--- src/rtl/pp_frame_demod.sv ---
module pp_frame_demod #(
  parameter int TW        = 16,
  parameter int WORD_W    = 24,
  parameter int LEN_W     = 5,
  parameter int PAUSE_T   = 4,
  parameter int ZERO_T    = 13,
  parameter int ONE_T     = 21,
  parameter int MIN_LEN   = 6,
  parameter int MAX_LEN   = 23,
  parameter int WIN_LIMIT = 120,
  parameter int PIPE_ADJ  = 2
) (
  input  logic              clk,
  input  logic              rst_n,
  input  logic              tick,
  input  logic              arm,
  input  logic              carrier,
  input  logic              ks_bit,
  output logic              ks_adv,
  output logic [WORD_W-1:0] frame_word,
  output logic [LEN_W-1:0]  frame_len,
  output logic              frame_valid,
  output logic              frame_error,
  output logic [TW-1:0]     end_stamp
);

  localparam int WT_W = $clog2(ONE_T);
  localparam int WX_W = $clog2(WIN_LIMIT + 2);
  localparam logic [TW-1:0]    DEADLINE = TW'(ONE_T * 3 / 2);
  localparam logic [TW-1:0]    THRESH   = TW'((ZERO_T + ONE_T) / 2);
  localparam logic [TW-1:0]    MIN_IV   = TW'(PAUSE_T);
  localparam logic [TW-1:0]    ST_ADJ   = TW'(PAUSE_T - PIPE_ADJ);
  localparam logic [WT_W-1:0]  WT_LAST  = WT_W'(ONE_T - 1);
  localparam logic [WX_W-1:0]  WX_LAST  = WX_W'(WIN_LIMIT + 1);
  localparam logic [LEN_W-1:0] LMIN     = LEN_W'(MIN_LEN);
  localparam logic [LEN_W-1:0] LMAX     = LEN_W'(MAX_LEN);
  localparam logic [LEN_W-1:0] LWORD    = LEN_W'(WORD_W);

  typedef enum logic [1:0] {S_IDLE, S_WAIT, S_LOW, S_HIGH} st_t;
  st_t st;

  logic [2:0]      sync;
  logic [TW-1:0]   now, bit_start;
  logic [WT_W-1:0] wtick;
  logic [WX_W-1:0] widx;

  wire          fall   = sync[2] & ~sync[1];
  wire          rise   = ~sync[2] & sync[1];
  wire [TW-1:0] el     = now - bit_start;
  wire          over   = el > DEADLINE;
  wire          len_ok = (frame_len >= LMIN) && (frame_len <= LMAX);

  always_ff @(posedge clk) begin
    if (!rst_n) begin
      sync <= 3'b111;
      now  <= '0;
    end else begin
      sync <= {sync[1:0], carrier};
      if (tick) now <= now + 1'b1;
    end
  end

  always_ff @(posedge clk) begin
    if (!rst_n) begin
      st          <= S_IDLE;
      bit_start   <= '0;
      wtick       <= '0;
      widx        <= '0;
      ks_adv      <= 1'b0;
      frame_word  <= '0;
      frame_len   <= '0;
      frame_valid <= 1'b0;
      frame_error <= 1'b0;
      end_stamp   <= '0;
    end else begin
      ks_adv      <= 1'b0;
      frame_valid <= 1'b0;
      frame_error <= 1'b0;
      case (st)
        S_IDLE: if (arm) begin
          st         <= S_WAIT;
          ks_adv     <= 1'b1;
          wtick      <= '0;
          widx       <= '0;
          frame_word <= '0;
          frame_len  <= '0;
        end
        S_WAIT: begin
          if (fall) begin
            bit_start <= now;
            st        <= S_LOW;
          end else if (tick) begin
            if (wtick == WT_LAST) begin
              wtick <= '0;
              if (widx == WX_LAST) begin
                frame_error <= 1'b1;
                st          <= S_IDLE;
              end else begin
                widx   <= widx + 1'b1;
                ks_adv <= 1'b1;
              end
            end else begin
              wtick <= wtick + 1'b1;
            end
          end
        end
        S_LOW: begin
          if (rise) begin
            st <= S_HIGH;
          end else if (over) begin
            st          <= S_IDLE;
            end_stamp   <= bit_start + ST_ADJ;
            frame_valid <= len_ok;
            frame_error <= !len_ok;
          end
        end
        S_HIGH: begin
          if (fall) begin
            if (el < MIN_IV) begin
              st          <= S_IDLE;
              end_stamp   <= now + ST_ADJ;
              frame_valid <= len_ok;
              frame_error <= !len_ok;
            end else begin
              if (frame_len < LWORD) frame_word[frame_len] <= (el > THRESH) ^ ks_bit;
              if (frame_len != {LEN_W{1'b1}}) frame_len <= frame_len + 1'b1;
              ks_adv    <= 1'b1;
              bit_start <= now;
              st        <= S_LOW;
            end
          end else if (over) begin
            st          <= S_IDLE;
            end_stamp   <= bit_start + ST_ADJ;
            frame_valid <= len_ok;
            frame_error <= !len_ok;
          end
        end
        default: st <= S_IDLE;
      endcase
    end
  end


  strobe_excl_chk: assert property (@(posedge clk) disable iff (!rst_n)
    !(frame_valid && frame_error));

  strobe_pulse_chk: assert property (@(posedge clk) disable iff (!rst_n)
    (frame_valid || frame_error) |=> !(frame_valid || frame_error));

  valid_len_chk: assert property (@(posedge clk) disable iff (!rst_n)
    frame_valid |-> (frame_len >= LMIN) && (frame_len <= LMAX));

  idle_quiet_chk: assert property (@(posedge clk) disable iff (!rst_n)
    (st == S_IDLE && !arm) |=> (!ks_adv && !frame_valid && !frame_error));

  arm_adv_chk: assert property (@(posedge clk) disable iff (!rst_n)
    (st == S_IDLE && arm) |=> ks_adv);

endmodule

--- config.mk ---
export PLATFORM = sky130hd
export DESIGN_NAME = pp_frame_demod
export DESIGN_NICKNAME = d
export VERILOG_FILES = /design/src/rtl/pp_frame_demod.sv
export SDC_FILE = /design/constraint.sdc
export NUM_CORES = 1
export LEC_CHECK = 0
export BUFFER_PORTS_ARGS = -buffer_cell sky130_fd_sc_hd__buf_2
export CORE_ASPECT_RATIO = 0.9
export CORE_MARGIN = 2
export CORE_UTILIZATION = 43
export CTS_CLUSTER_SIZE = 12
export DETAILED_ROUTE_END_ITERATION = 7
export GPL_TIMING_DRIVEN = 1
export PLACE_DENSITY = 0.66
export SYNTH_ARGS = -nofsm -noshare
export SYNTH_HDL_FRONTEND = slang
export SYNTH_SLANG_ARGS = --single-unit
--- constraint.sdc ---
create_clock -name clk -period 9.5 [get_ports clk]
set_clock_uncertainty 0.2 [all_clocks]
set_input_delay 1.425 -clock clk [delete_from_list [all_inputs] [get_ports clk]]
set_output_delay 1.425 -clock clk [all_outputs]
set_load 0.03 [all_outputs]
==> run_results.csv, run 1 <==
group,metric,value,unit
worst_setup_path,crit_fanout,48,
worst_setup_path,reg2reg_setup_slack,5450,ps
synthesis,synthArstFlopShare,0,
floorplanning,io_pins,54,
clocking,cts_setup_buffers,0,
global_routing,grt_max_degree,57,
routing,wl_per_cell,17.8,um
worst_setup_path,crit_required,9540,ps
sta,setup_tns,0,ps
synthesis,synth_ff_type,"dfxtp_1",
cells_and_area,synthToLayoutAreaGrowth,10.1,%
clocking,path_clk_slew,70,ps
power_and_ir_drop,p_clk_frac,0.428,
synthesis,yosys.area_share.xor_xnor,0.0747,
cells_and_area,final_nets,797,
worst_setup_path,worstReg2RegStart,"now[0]$_SDFFE_PN0P_",
sta,setup_viol,0,
floorplanning,core_area,13500,um^2
clocking,clk_latency,350,ps
synthesis,syn_area_per_cell,7.96,um^2
synthesis,synth_seq_cells,97,
clocking,clock-sinks,97,
sta,finalCriticalPeriod,4050,ps
worst_setup_path,path_cells,"inv_1, ha_1, inv_1, fa_1, a211oi_2, o21bai_1, a211o_1, nor3_2, a31oi_1, nor4_2, and4_1, buf_4, o311ai_0, o41ai_1",
worst_setup_path,critPathTopFamily,"compound AO/OA/AOI/OAI gates",
global_routing,grt_overflow_total,0,
hold_path,hp-start,"sync[0]$_SDFF_PN1_",
synthesis,synth-adder-area-share,0.0598,
global_routing,grt_pass1_vias,5230,
floorplanning,fp.dieH,116,um
power_and_ir_drop,power_density,143,nW/um^2
global_routing,antenna_found_initial,0,
floorplanning,die_x,128,um
clocking,htreeDepth,3,
synthesis,synth_top_family_by_area,"compound AO/OA/AOI/OAI gates",
synthesis,synth_top_area_share,0.325,
sta,slew_viol_final,0,
routing,ant_nets,0,
synthesis,synth_nets,785,
synthesis,synth.area.mux_share,0.00921,
clocking,post_cts_resized,0,
sta,period_share,0.426,
cells_and_area,regArea,1940,um^2
clocking,clockBufferDepth,2,
placement,dp_hpwl,12.2,mm
worst_setup_path,arrival,4080,ps
worst_setup_path,cp-start-kind,"register",
synthesis,ys_seq_area_frac,0.325,
sta,worst_slack,5450,ps
global_routing,grt_first_pass_wirelength,26.9,mm
cells_and_area,multi_input_area,3700,um^2
synthesis,synth_compound_area_frac,0.258,
synthesis,synth_common_cells,"97 x dfxtp_1, 72 x a21oi_1, 60 x nor2_1, 59 x nand2_1",
routing,drt_drc_violations_left,0,
sta,tightest_slew,963,ps
clocking,cts_tree,"built",
worst_setup_path,path_class,"register to register",
sta,rsz0062_at_grt,"no",
synthesis,yosysTopAreaCell,"dfxtp_1",
synthesis,postSynthCellCount,751,
routing,via_count,5744,
hold_path,min_path_type,"register to register",
synthesis,yosysMostFrequentCell,"dfxtp_1",
clocking,cts_buffers,9,
synthesis,synth_edf_count,0,
floorplanning,rows,40,
worst_setup_path,crit_top_cell,"inv_1",
worst_setup_path,cp-end-kind,"register",
placement,post-place-ws,5540,ps
synthesis,synthSimpleGateAreaFrac,0.216,
worst_setup_path,path_buf_inv,3,
global_routing,grtUsageTotal,0.224,
routing,first_pass_iters,6,
power_and_ir_drop,power.share.sequential,0.446,
synthesis,ys_types,66,
worst_setup_path,crit_path_top_delay_cell,"nor4_2",
cells_and_area,antenna_cells,0,
synthesis,ys_warn_count,0,
job,cap_violations,0,
hold_path,hold_depth,1,
power_and_ir_drop,p_sw,0.257,mW
placement,portBuffers,53,
synthesis,synthesis.area,5980,um^2
synthesis,synthTopCellsByArea,"dfxtp_1 32%, a21oi_1 6.0%, ha_1 5.6%, xnor2_1 3.8%, nor2_1 3.8%",
power_and_ir_drop,combPwrFrac,0.127,
power_and_ir_drop,power.leakage,2.51,nW
power_and_ir_drop,irDropWorstVdd,0.0866,mV
routing,drt-initial-drc-count,498,
worst_setup_path,max_stage_delay,570,ps
cells_and_area,drive_gt1_frac,0.117,
cells_and_area,nFillCells,1303,
sta,max_freq,0.247,GHz
power_and_ir_drop,switching_share,0.274,
worst_setup_path,rr_worst_depth,14,
power_and_ir_drop,p_int,0.681,mW
outcome,status,"finished clean",
floorplanning,start_util,0.444,
placement,gp_congestion,0.897,
floorplanning,die_area,14900,um^2
sta,relSlewSlack,0.356,
hold_path,hold_end,"sync[1]$_SDFF_PN1_",
worst_setup_path,rr_endpoint,"frame_word[1]$_SDFFE_PN0P_",
clocking,hold_buffers,0,
routing,wl,16.7,mm
sta,hold_violations,0,
clocking,root_buffer,"clkbuf_16",
routing,via_per_inst,6.14,
==> power groups by stage <==
stage | registers, mW | clock network (mW) | logic, mW
5_1_grt | 0.418 | 0.423 | 0.129
2_1_floorplan | 0.427 | 0 | 0.0880
3_5_place_dp | 0.427 | 0 | 0.115
4_1_cts | 0.418 | 0.407 | 0.116
3_3_place_gp | 0.427 | 0 | 0.113
6_report | 0.418 | 0.401 | 0.119
==> worst max path at each step <==
stage	startpoint	end	slack, ps	cells past startpoint
5_1_grt	now[0]$_SDFFE_PN0P_	frame_word[4]$_SDFFE_PN0P_	5140	13
4_1_cts	now[0]$_SDFFE_PN0P_	frame_word[1]$_SDFFE_PN0P_	5510	14
3_3_place_gp	now[0]$_SDFFE_PN0P_	frame_word[5]$_SDFFE_PN0P_	5670	14
3_5_place_dp	now[0]$_SDFFE_PN0P_	frame_word[1]$_SDFFE_PN0P_	5540	14
2_1_floorplan	now[0]$_SDFFE_PN0P_	end_stamp[15]$_SDFFE_PN0P_	5910	15
6_report	now[0]$_SDFFE_PN0P_	frame_word[1]$_SDFFE_PN0P_	5450	14
==> per-stage QoR <==
step | power [mW] | hold slack (ps) | cells | utilization | cell area, um^2
CTS | 0.941 | 230 | 936 | 0.489 | 6580
finish | 0.938 | 232 | 936 | 0.489 | 6580
global route | 0.971 | 238 | 936 | 0.489 | 6580
floorplan | 0.515 | 186 | 751 | - | 5980
global placement | 0.540 | 201 | 920 | 0.464 | 6250
detailed placement | 0.543 | 202 | 920 | 0.464 | 6250
==> cell type report <==
| class | count | share of cell area |
|---|---|---|
| inverter | 29 | 0.0165 |
| sequential | 97 | 0.295 |
| tap | 168 | 0.0319 |
| clock inverter | 6 | 0.0137 |
| multi-input combinational | 569 | 0.562 |
| timing repair buffer | 57 | 0.0449 |
| clock buffer | 10 | 0.0363 |
==> metal layers <==
layer	vias to the layer above	global-route usage	routed length [um]
met1	2761	0.322	7970
met3	17	0.0337	925
met5	-	0	0
met4	0	0.0564	199
li1	2788	-	-
met2	178	0.355	7590
==> logic make-up (layout without fill, tap and decap cells) <==
kind of cell	after synthesis	after routing
xor gates and xnor gates	51	51
adders and majority gates	28	28
and+or+nand+nor	252	252
DFF	97	97
muxes	5	5
AOI/OAI and AO/OA	233	233
buffers and inverters	85	102
==> flip-flops by register name, indices dropped and copies added, names as in the netlist <==
register,flops
end_stamp,16
frame_valid,1
frame_error,1
widx,7
st,2
now,16
bit_start,16
ks_adv,1
frame_len,5
wtick,5
sync,3
frame_word,24
==> cells in the final DEF (no fill, tap or decap), drive strengths merged, types with 5 or more instances in the layout <==
master,instances
ha,27
nor4,5
a21o,8
inv,29
o311ai,25
o211ai,5
a21oi,74
a31oi,13
xor2,25
o41ai,24
nand2b,10
or3,10
dfxtp,97
clkbuf,10
nand4,19
xnor2,26
a211oi,8
buf,57
nand3,42
nor3,14
nor2,60
o21ai,45
nand2,59
and3,6
o22ai,7
(Power assumes the default switching activity.)
==> inputs of run 2 (changes only) <==
--- a/config.mk
+++ b/config.mk
@@ -5,6 +5,7 @@
 export SDC_FILE = /design/constraint.sdc
 export NUM_CORES = 1
 export LEC_CHECK = 0
+export ABC_AREA = 1
 export BUFFER_PORTS_ARGS = -buffer_cell sky130_fd_sc_hd__buf_2
 export CORE_ASPECT_RATIO = 0.9
 export CORE_MARGIN = 2
@@ -12,7 +13,7 @@
 export CTS_CLUSTER_SIZE = 12
 export DETAILED_ROUTE_END_ITERATION = 7
 export GPL_TIMING_DRIVEN = 1
-export PLACE_DENSITY = 0.66
+export PLACE_DENSITY = 0.68
 export SYNTH_ARGS = -nofsm -noshare
 export SYNTH_HDL_FRONTEND = slang
 export SYNTH_SLANG_ARGS = --single-unit
==> constraint.sdc (replaced) <==
create_clock -name clk -period 3.7 [get_ports clk]
set_clock_uncertainty 0.2 [all_clocks]
set_input_delay 0.555 -clock clk [delete_from_list [all_inputs] [get_ports clk]]
set_output_delay 0.555 -clock clk [all_outputs]
set_load 0.03 [all_outputs]
==> run 2 against run 1 <==
Net effect:
- critical path depth rose by 6
- design area rose by 8.0%
- critical path type unchanged
- die area rose by 5.8%
- first-iteration DRC count fell by 2.4%
- sequential power rose to 2.7 times the previous value
- total power rose to 2.8 times the previous value
- global-route usage fell by 1.5 points
- clock power rose to 2.6 times the previous value
==> run_results.csv, run 2 <==
group,metric,value,unit
power_and_ir_drop,p_clk_frac,0.398,
placement,portBuffers,53,
sta,hold_slack,187,ps
synthesis,ys_warn_count,0,
cells_and_area,largest_reg_flops,24,
worst_setup_path,reg2reg_setup_slack,450,ps
clocking,cts_buffers,9,
global_routing,grt_pass1_vias,5535,
global_routing,grtUsageTotal,0.209,
cells_and_area,layout_common_cells,"291 x nand2_1, 131 x nor2_1, 129 x inv_1",
global_routing,antenna_found_initial,0,
global_routing,grt_first_pass_wirelength,27.1,mm
power_and_ir_drop,power.leakage,3.38,nW
routing,via_per_inst,4.98,
power_and_ir_drop,p_sw,0.763,mW
routing,drt_drc_violations_left,0,
routing,wl,16.3,mm
sta,tightest_slew,809,ps
sta,slew_viol_final,0,
worst_setup_path,path_class,"register to register",
sta,finalCriticalPeriod,3250,ps
synthesis,syn_area_per_cell,6.30,um^2
synthesis,ys_seq_area_frac,0.306,
clocking,root_buffer,"clkbuf_16",
cells_and_area,nFillCells,1522,
sta,max_freq,0.307,GHz
routing,top_layer,"met4",
clocking,cts_setup_buffers,0,
job,cap_violations,0,
synthesis,postSynthCellCount,1006,
power_and_ir_drop,p_int,1.84,mW
cells_and_area,top_register,"frame_word",
synthesis,yosysTopAreaCell,"dfxtp_1",
cells_and_area,final_nets,1089,
synthesis,synth_edf_count,0,
synthesis,synth_nets,1040,
sta,period_share,0.879,
clocking,hold_buffers,0,
hold_path,hold_end,"sync[0]$_SDFF_PN1_",
hold_path,hold_depth,2,
cells_and_area,synthToLayoutAreaGrowth,12.1,%
routing,first_pass_iters,5,
clocking,post_cts_resized,0,
sta,relSlewSlack,0.460,
worst_setup_path,max_stage_delay,420,ps
global_routing,grt_max_degree,66,
cells_and_area,multi_input_area,3720,um^2
worst_setup_path,worstReg2RegStart,"now[0]$_SDFFE_PN0P_",
clocking,clk_latency,350,ps
routing,wl_met3,1.01,mm
synthesis,synthArstFlopShare,0,
synthesis,synth_top_area_share,0.306,
floorplanning,die_x,132,um
placement,dp_hpwl,12.3,mm
floorplanning,core_area,14600,um^2
cells_and_area,antenna_cells,0,
worst_setup_path,path_cells,"inv_1, ha_1, inv_1, fa_1, nand2_1, nand2_1, nand3_1, nand2_1, nand2_1, nand2_1, nand2_1, nand2_1, nand2_2, nor2_4, nand3_4, nand2_4, o21ai_4, clkinv_2, nor2_1, nor2_1",
synthesis,synthesis.area,6340,um^2
routing,dr_wl_met2,6.79,mm
placement,dpl_cell_area,6780,um^2
cells_and_area,finish.utilization,0.488,
power_and_ir_drop,power_density,366,nW/um^2
synthesis,synth_seq_cells,97,
synthesis,yosysMostFrequentCell,"nand2_1",
power_and_ir_drop,irDropWorstVdd,0.311,mV
power_and_ir_drop,finalPower,2.60,mW
power_and_ir_drop,switching_share,0.293,
clocking,cts_tree,"built",
worst_setup_path,cp-end-kind,"register",
floorplanning,io_pins,54,
worst_setup_path,crit_required,3740,ps
worst_setup_path,rr_worst_depth,20,
floorplanning,rows,42,
cells_and_area,drive_gt1_frac,0.118,
hold_path,min_path_type,"primary input to register",
worst_setup_path,arrival,3290,ps
worst_setup_path,crit_path_top_delay_cell,"fa_1",
routing,wl_per_cell,13.0,um
synthesis,synth_ff_type,"dfxtp_1",
sta,setup_viol,0,
synthesis,synthTopCellsByArea,"dfxtp_1 31%, nand2_1 17%, nor2_1 7.8%, inv_1 7.6%, a21oi_1 5.7%",
worst_setup_path,crit_fanout,17,
floorplanning,die_area,15700,um^2
worst_setup_path,rr_endpoint,"bit_start[3]$_SDFFE_PN0P_",
worst_setup_path,crit_top_cell,"nand2_1",
clocking,htreeDepth,3,
synthesis,ys_types,44,
outcome,status,"finished clean",
routing,ant_nets,0,
floorplanning,start_util,0.436,
sta,setup_tns,0,ps
sta,hold_violations,0,
hold_path,hp-start,"carrier",
floorplanning,fp.dieH,119,um
power_and_ir_drop,power.share.sequential,0.426,
cells_and_area,final_common_cell,"nand2_1",
clocking,path_clk_slew,70,ps
power_and_ir_drop,combPwrFrac,0.176,
clocking,clock-sinks,97,
global_routing,grt_overflow_total,0,
sta,rsz0062_at_grt,"no",
cells_and_area,final_area,7110,um^2
placement,gp_congestion,0.925,
routing,drt-initial-drc-count,486,
cells_and_area,regArea,1940,um^2
synthesis,synth_common_cells,"291 x nand2_1, 131 x nor2_1, 129 x inv_1, 97 x dfxtp_1, 72 x a21oi_1",
worst_setup_path,cp-start-kind,"register",
routing,wl_met1,8.31,mm
clocking,clockBufferDepth,2,
routing,via_count,6271,
[run 2: cell count changes after synthesis, moves of 11 or more]
cell / previous run / this run
nand3_1: 42 / 68
nor2_1: 60 / 131
clkbuf_1: 42 / 15
xnor2_1: 26 / 5
o311ai_0: 25 / 0
nand3_2: 0 / 11
nand2_1: 59 / 291
o41ai_1: 24 / 0
inv_1: 28 / 129
xor2_1: 25 / 13
[run 2: area by class of cell]
class / instances / share of cell area
clock buffer: 10 / 0.0336
clock inverter: 6 / 0.0127
inverter: 132 / 0.0699
multi-input combinational: 748 / 0.524
sequential: 97 / 0.273
tap: 198 / 0.0349
timing repair buffer: 67 / 0.0521
[run 2: worst max-delay path, delay by kind of cell, from the launching register on]
family                   cells  cell delay [ps]
buffers and inverters        3              530
adder cells (fa/ha/maj)      2              580
AO/OA/AOI/OAI                1              230
flip-flops                   1              360
AND/OR/NAND/NOR             14             1220
[run 2: per-layer routing]
metal | vias to the layer above | global-route usage
met5 | - | 0
met4 | 0 | 0.0564
met3 | 19 | 0.0392
met2 | 179 | 0.310
met1 | 2782 | 0.309
li1 | 3291 | -
[run 2: logic make-up after synthesis]
logic type / Yosys count / synth area share
flip-flops: 97 / 0.306
buffers and inverters: 161 / 0.107
XOR/XNOR: 18 / 0.0249
AO/OA/AOI/OAI: 136 / 0.114
adder cells (fa/ha/maj): 28 / 0.0564
AND/OR/NAND/NOR: 566 / 0.392
[run 2: metrics by stage]
stage          std cells  setup WS (ps)
3_5_place_dp        1242            513
5_1_grt             1258           96.9
3_3_place_gp        1242            538
6_report            1258            448
2_1_floorplan       1006           1020
4_1_cts             1258            488
[run 2: power by group through the flow]
stage,Combinational (mW),Clock (mW),Sequential [mW]
floorplan,0.319,0,1.18
global placement,0.453,0,1.13
detailed placement,0.455,0,1.13
CTS,0.457,1.05,1.11
global route,0.515,1.09,1.11
finish,0.458,1.04,1.11
[run 2: how the worst max path moves through the flow]
stage / startpoint / slack, ps / end
global route: now[0]$_SDFFE_PN0P_ / 100 / frame_error$_SDFF_PN0_
global placement: now[0]$_SDFFE_PN0P_ / 540 / frame_word[23]$_SDFFE_PN0P_
finish: now[0]$_SDFFE_PN0P_ / 450 / bit_start[3]$_SDFFE_PN0P_
floorplan: now[0]$_SDFFE_PN0P_ / 1020 / frame_word[23]$_SDFFE_PN0P_
CTS: now[0]$_SDFFE_PN0P_ / 490 / frame_error$_SDFF_PN0_
detailed placement: now[0]$_SDFFE_PN0P_ / 510 / frame_error$_SDFF_PN0_
==> inputs of run 3 (changes only) <==
--- a/config.mk
+++ b/config.mk
@@ -5,7 +5,6 @@
 export SDC_FILE = /design/constraint.sdc
 export NUM_CORES = 1
 export LEC_CHECK = 0
-export ABC_AREA = 1
 export BUFFER_PORTS_ARGS = -buffer_cell sky130_fd_sc_hd__buf_2
 export CORE_ASPECT_RATIO = 0.9
 export CORE_MARGIN = 2
==> run 3 against run 2 <==
Net effect:
- global-route usage rose by 2.5 points
- sequential power fell by 4%
- critical path depth fell by 6
- clock power barely moved
- worst hold slack improved by 2.7 ps
- via count fell by 3.3%
- design area rose by 0.42%
- combinational power fell by 7.2%
- final cell count fell by 23%
- sequential share of layout area fell by 0.080 points
- largest cell class unchanged
==> run_results.csv, run 3 (same netlist as run 1, synthesis figures left out) <==
group,metric,value,unit
outcome,status,"finished clean",
global_routing,grtUsageTotal,0.234,
clocking,path_clk_slew,70,ps
clocking,clockBufferDepth,2,
routing,ant_nets,0,
sta,relSlewSlack,0.170,
power_and_ir_drop,power.leakage,2.84,nW
floorplanning,rows,40,
routing,first_pass_iters,7,
clocking,root_buffer,"clkbuf_16",
sta,tightest_slew,1240,ps
worst_setup_path,max_stage_delay,400,ps
routing,drt-initial-drc-count,487,
routing,via_per_inst,6.24,
sta,setup_tns,0,ps
routing,dr_wl_met2,8.36,mm
cells_and_area,nFillCells,1228,
worst_setup_path,crit_fanout,12,
global_routing,grt_pass1_vias,5642,
placement,gp_congestion,0.940,
sta,rsz0062_at_grt,"yes",
worst_setup_path,path_cells,"inv_2, ha_4, inv_2, fa_2, a211oi_2, o21bai_2, a211o_1, nor3_2, a31oi_4, nor4b_4, a31oi_1, nand4b_4, clkbuf_16, o41ai_1",
cells_and_area,top_register,"frame_word",
worst_setup_path,crit_required,3730,ps
cells_and_area,drive_gt1_frac,0.192,
floorplanning,start_util,0.444,
routing,wl,17.9,mm
routing,wl_met1,8.10,mm
global_routing,grt_max_degree,49,
global_routing,antenna_found_initial,1,
routing,via_count,6062,
sta,max_freq,0.273,GHz
worst_setup_path,crit_top_cell,"inv_2",
sta,hold_violations,0,
sta,slew_viol_final,0,
worst_setup_path,arrival,3690,ps
cells_and_area,largest_reg_flops,24,
clocking,cts_tree,"built",
clocking,htreeDepth,3,
cells_and_area,final_common_cell,"dfxtp_1",
routing,top_layer,"met5",
routing,drt_drc_violations_left,0,
floorplanning,die_x,128,um
worst_setup_path,path_class,"register to register",
cells_and_area,multi_input_area,3900,um^2
global_routing,grt_overflow_total,0,
job,cap_violations,0,
sta,period_share,0.989,
power_and_ir_drop,irDropWorstVdd,0.255,mV
hold_path,min_path_type,"primary input to register",
floorplanning,io_pins,54,
floorplanning,die_area,14900,um^2
sta,finalCriticalPeriod,3660,ps
worst_setup_path,critPathTopFamily,"compound AO/OA/AOI/OAI gates",
cells_and_area,layout_common_cells,"95 x dfxtp_1, 72 x a21oi_1, 59 x nor2_1",
placement,post-place-ws,-69.6,ps
worst_setup_path,reg2reg_setup_slack,40,ps
routing,wl_per_cell,18.4,um
routing,wl_met3,1.17,mm
worst_setup_path,cp-start-kind,"register",
cells_and_area,final_nets,834,
worst_setup_path,path_buf_inv,3,
global_routing,grt_first_pass_wirelength,28.2,mm
floorplanning,fp.dieH,116,um
floorplanning,core_area,13500,um^2
clocking,clock-sinks,97,
cells_and_area,regArea,1940,um^2
worst_setup_path,cp-end-kind,"register",
clocking,cts_buffers,9,
placement,dp_hpwl,12.4,mm
clocking,clk_latency,350,ps
cells_and_area,antenna_cells,0,
placement,portBuffers,53,
cells_and_area,synthToLayoutAreaGrowth,19.4,%
sta,worst_slack,40.0,ps
worst_setup_path,crit_path_top_delay_cell,"fa_2",
sta,setup_viol,0,
power_and_ir_drop,power_density,352,nW/um^2
run 3: changes by cell type in the layout (fill, tap and decap cells not counted), sizes merged, moves of 24 or more:
cell    change
buf        +24
inv       -102
nand2     -243
nand3      -39
nor2       -78
o311ai     +25
o41ai      +24
run 3: layout make-up:
cell class | count | area share
timing repair buffer | 94 | 0.0929
tap | 168 | 0.0294
inverter | 29 | 0.0152
sequential | 97 | 0.272
clock buffer | 9 | 0.0316
multi-input combinational | 569 | 0.546
clock inverter | 6 | 0.0126
run 3: path summary, 6_finish.rpt:
check / from / end / cells past startpoint
setup / recovery: now[0]$_SDFFE_PN0P_ / frame_word[8]$_SDFFE_PN0P_ / 14
setup reg to reg: now[0]$_SDFFE_PN0P_ / frame_word[8]$_SDFFE_PN0P_ / 14
hold / removal: carrier / sync[0]$_SDFF_PN1_ / 2
hold reg to reg: sync[0]$_SDFF_PN1_ / sync[1]$_SDFF_PN1_ / 1
run 3: per-stage QoR:
step	hold slack, ps	power [mW]	cells	instance area (um^2)	utilization
after floorplan	186	1.32	751	5980	-
after global placement	200	1.43	950	6520	0.484
after detailed placement	203	1.44	950	6520	0.484
after CTS	195	2.45	965	6840	0.508
after global routing	194	2.58	972	7140	0.530
final	190	2.51	972	7140	0.530
run 3: per-layer routing:
layer  vias to the layer above  GRT usage
met5                         -          0
met4                         2     0.0740
met3                        23     0.0443
met2                       251      0.380
met1                      2911      0.315
li1                       2875          -
run 3: power by group:
group / total [mW] / switching [mW] / internal (mW) / leakage [nW]
combinational: 0.425 / 0.282 / 0.143 / 1.91
clock: 1.02 / 0.426 / 0.593 / 0.152
sequential: 1.07 / 0.0135 / 1.06 / 0.784
run 3: timing repair:
action / in CTS / in global routing
pin swaps: 3 / 13
setup endpoints to repair: 9 / 63
gates cloned: 0 / 3
setup buffers: 0 / 4
hold buffers: 0 / 0
resized for setup: 2 / 43
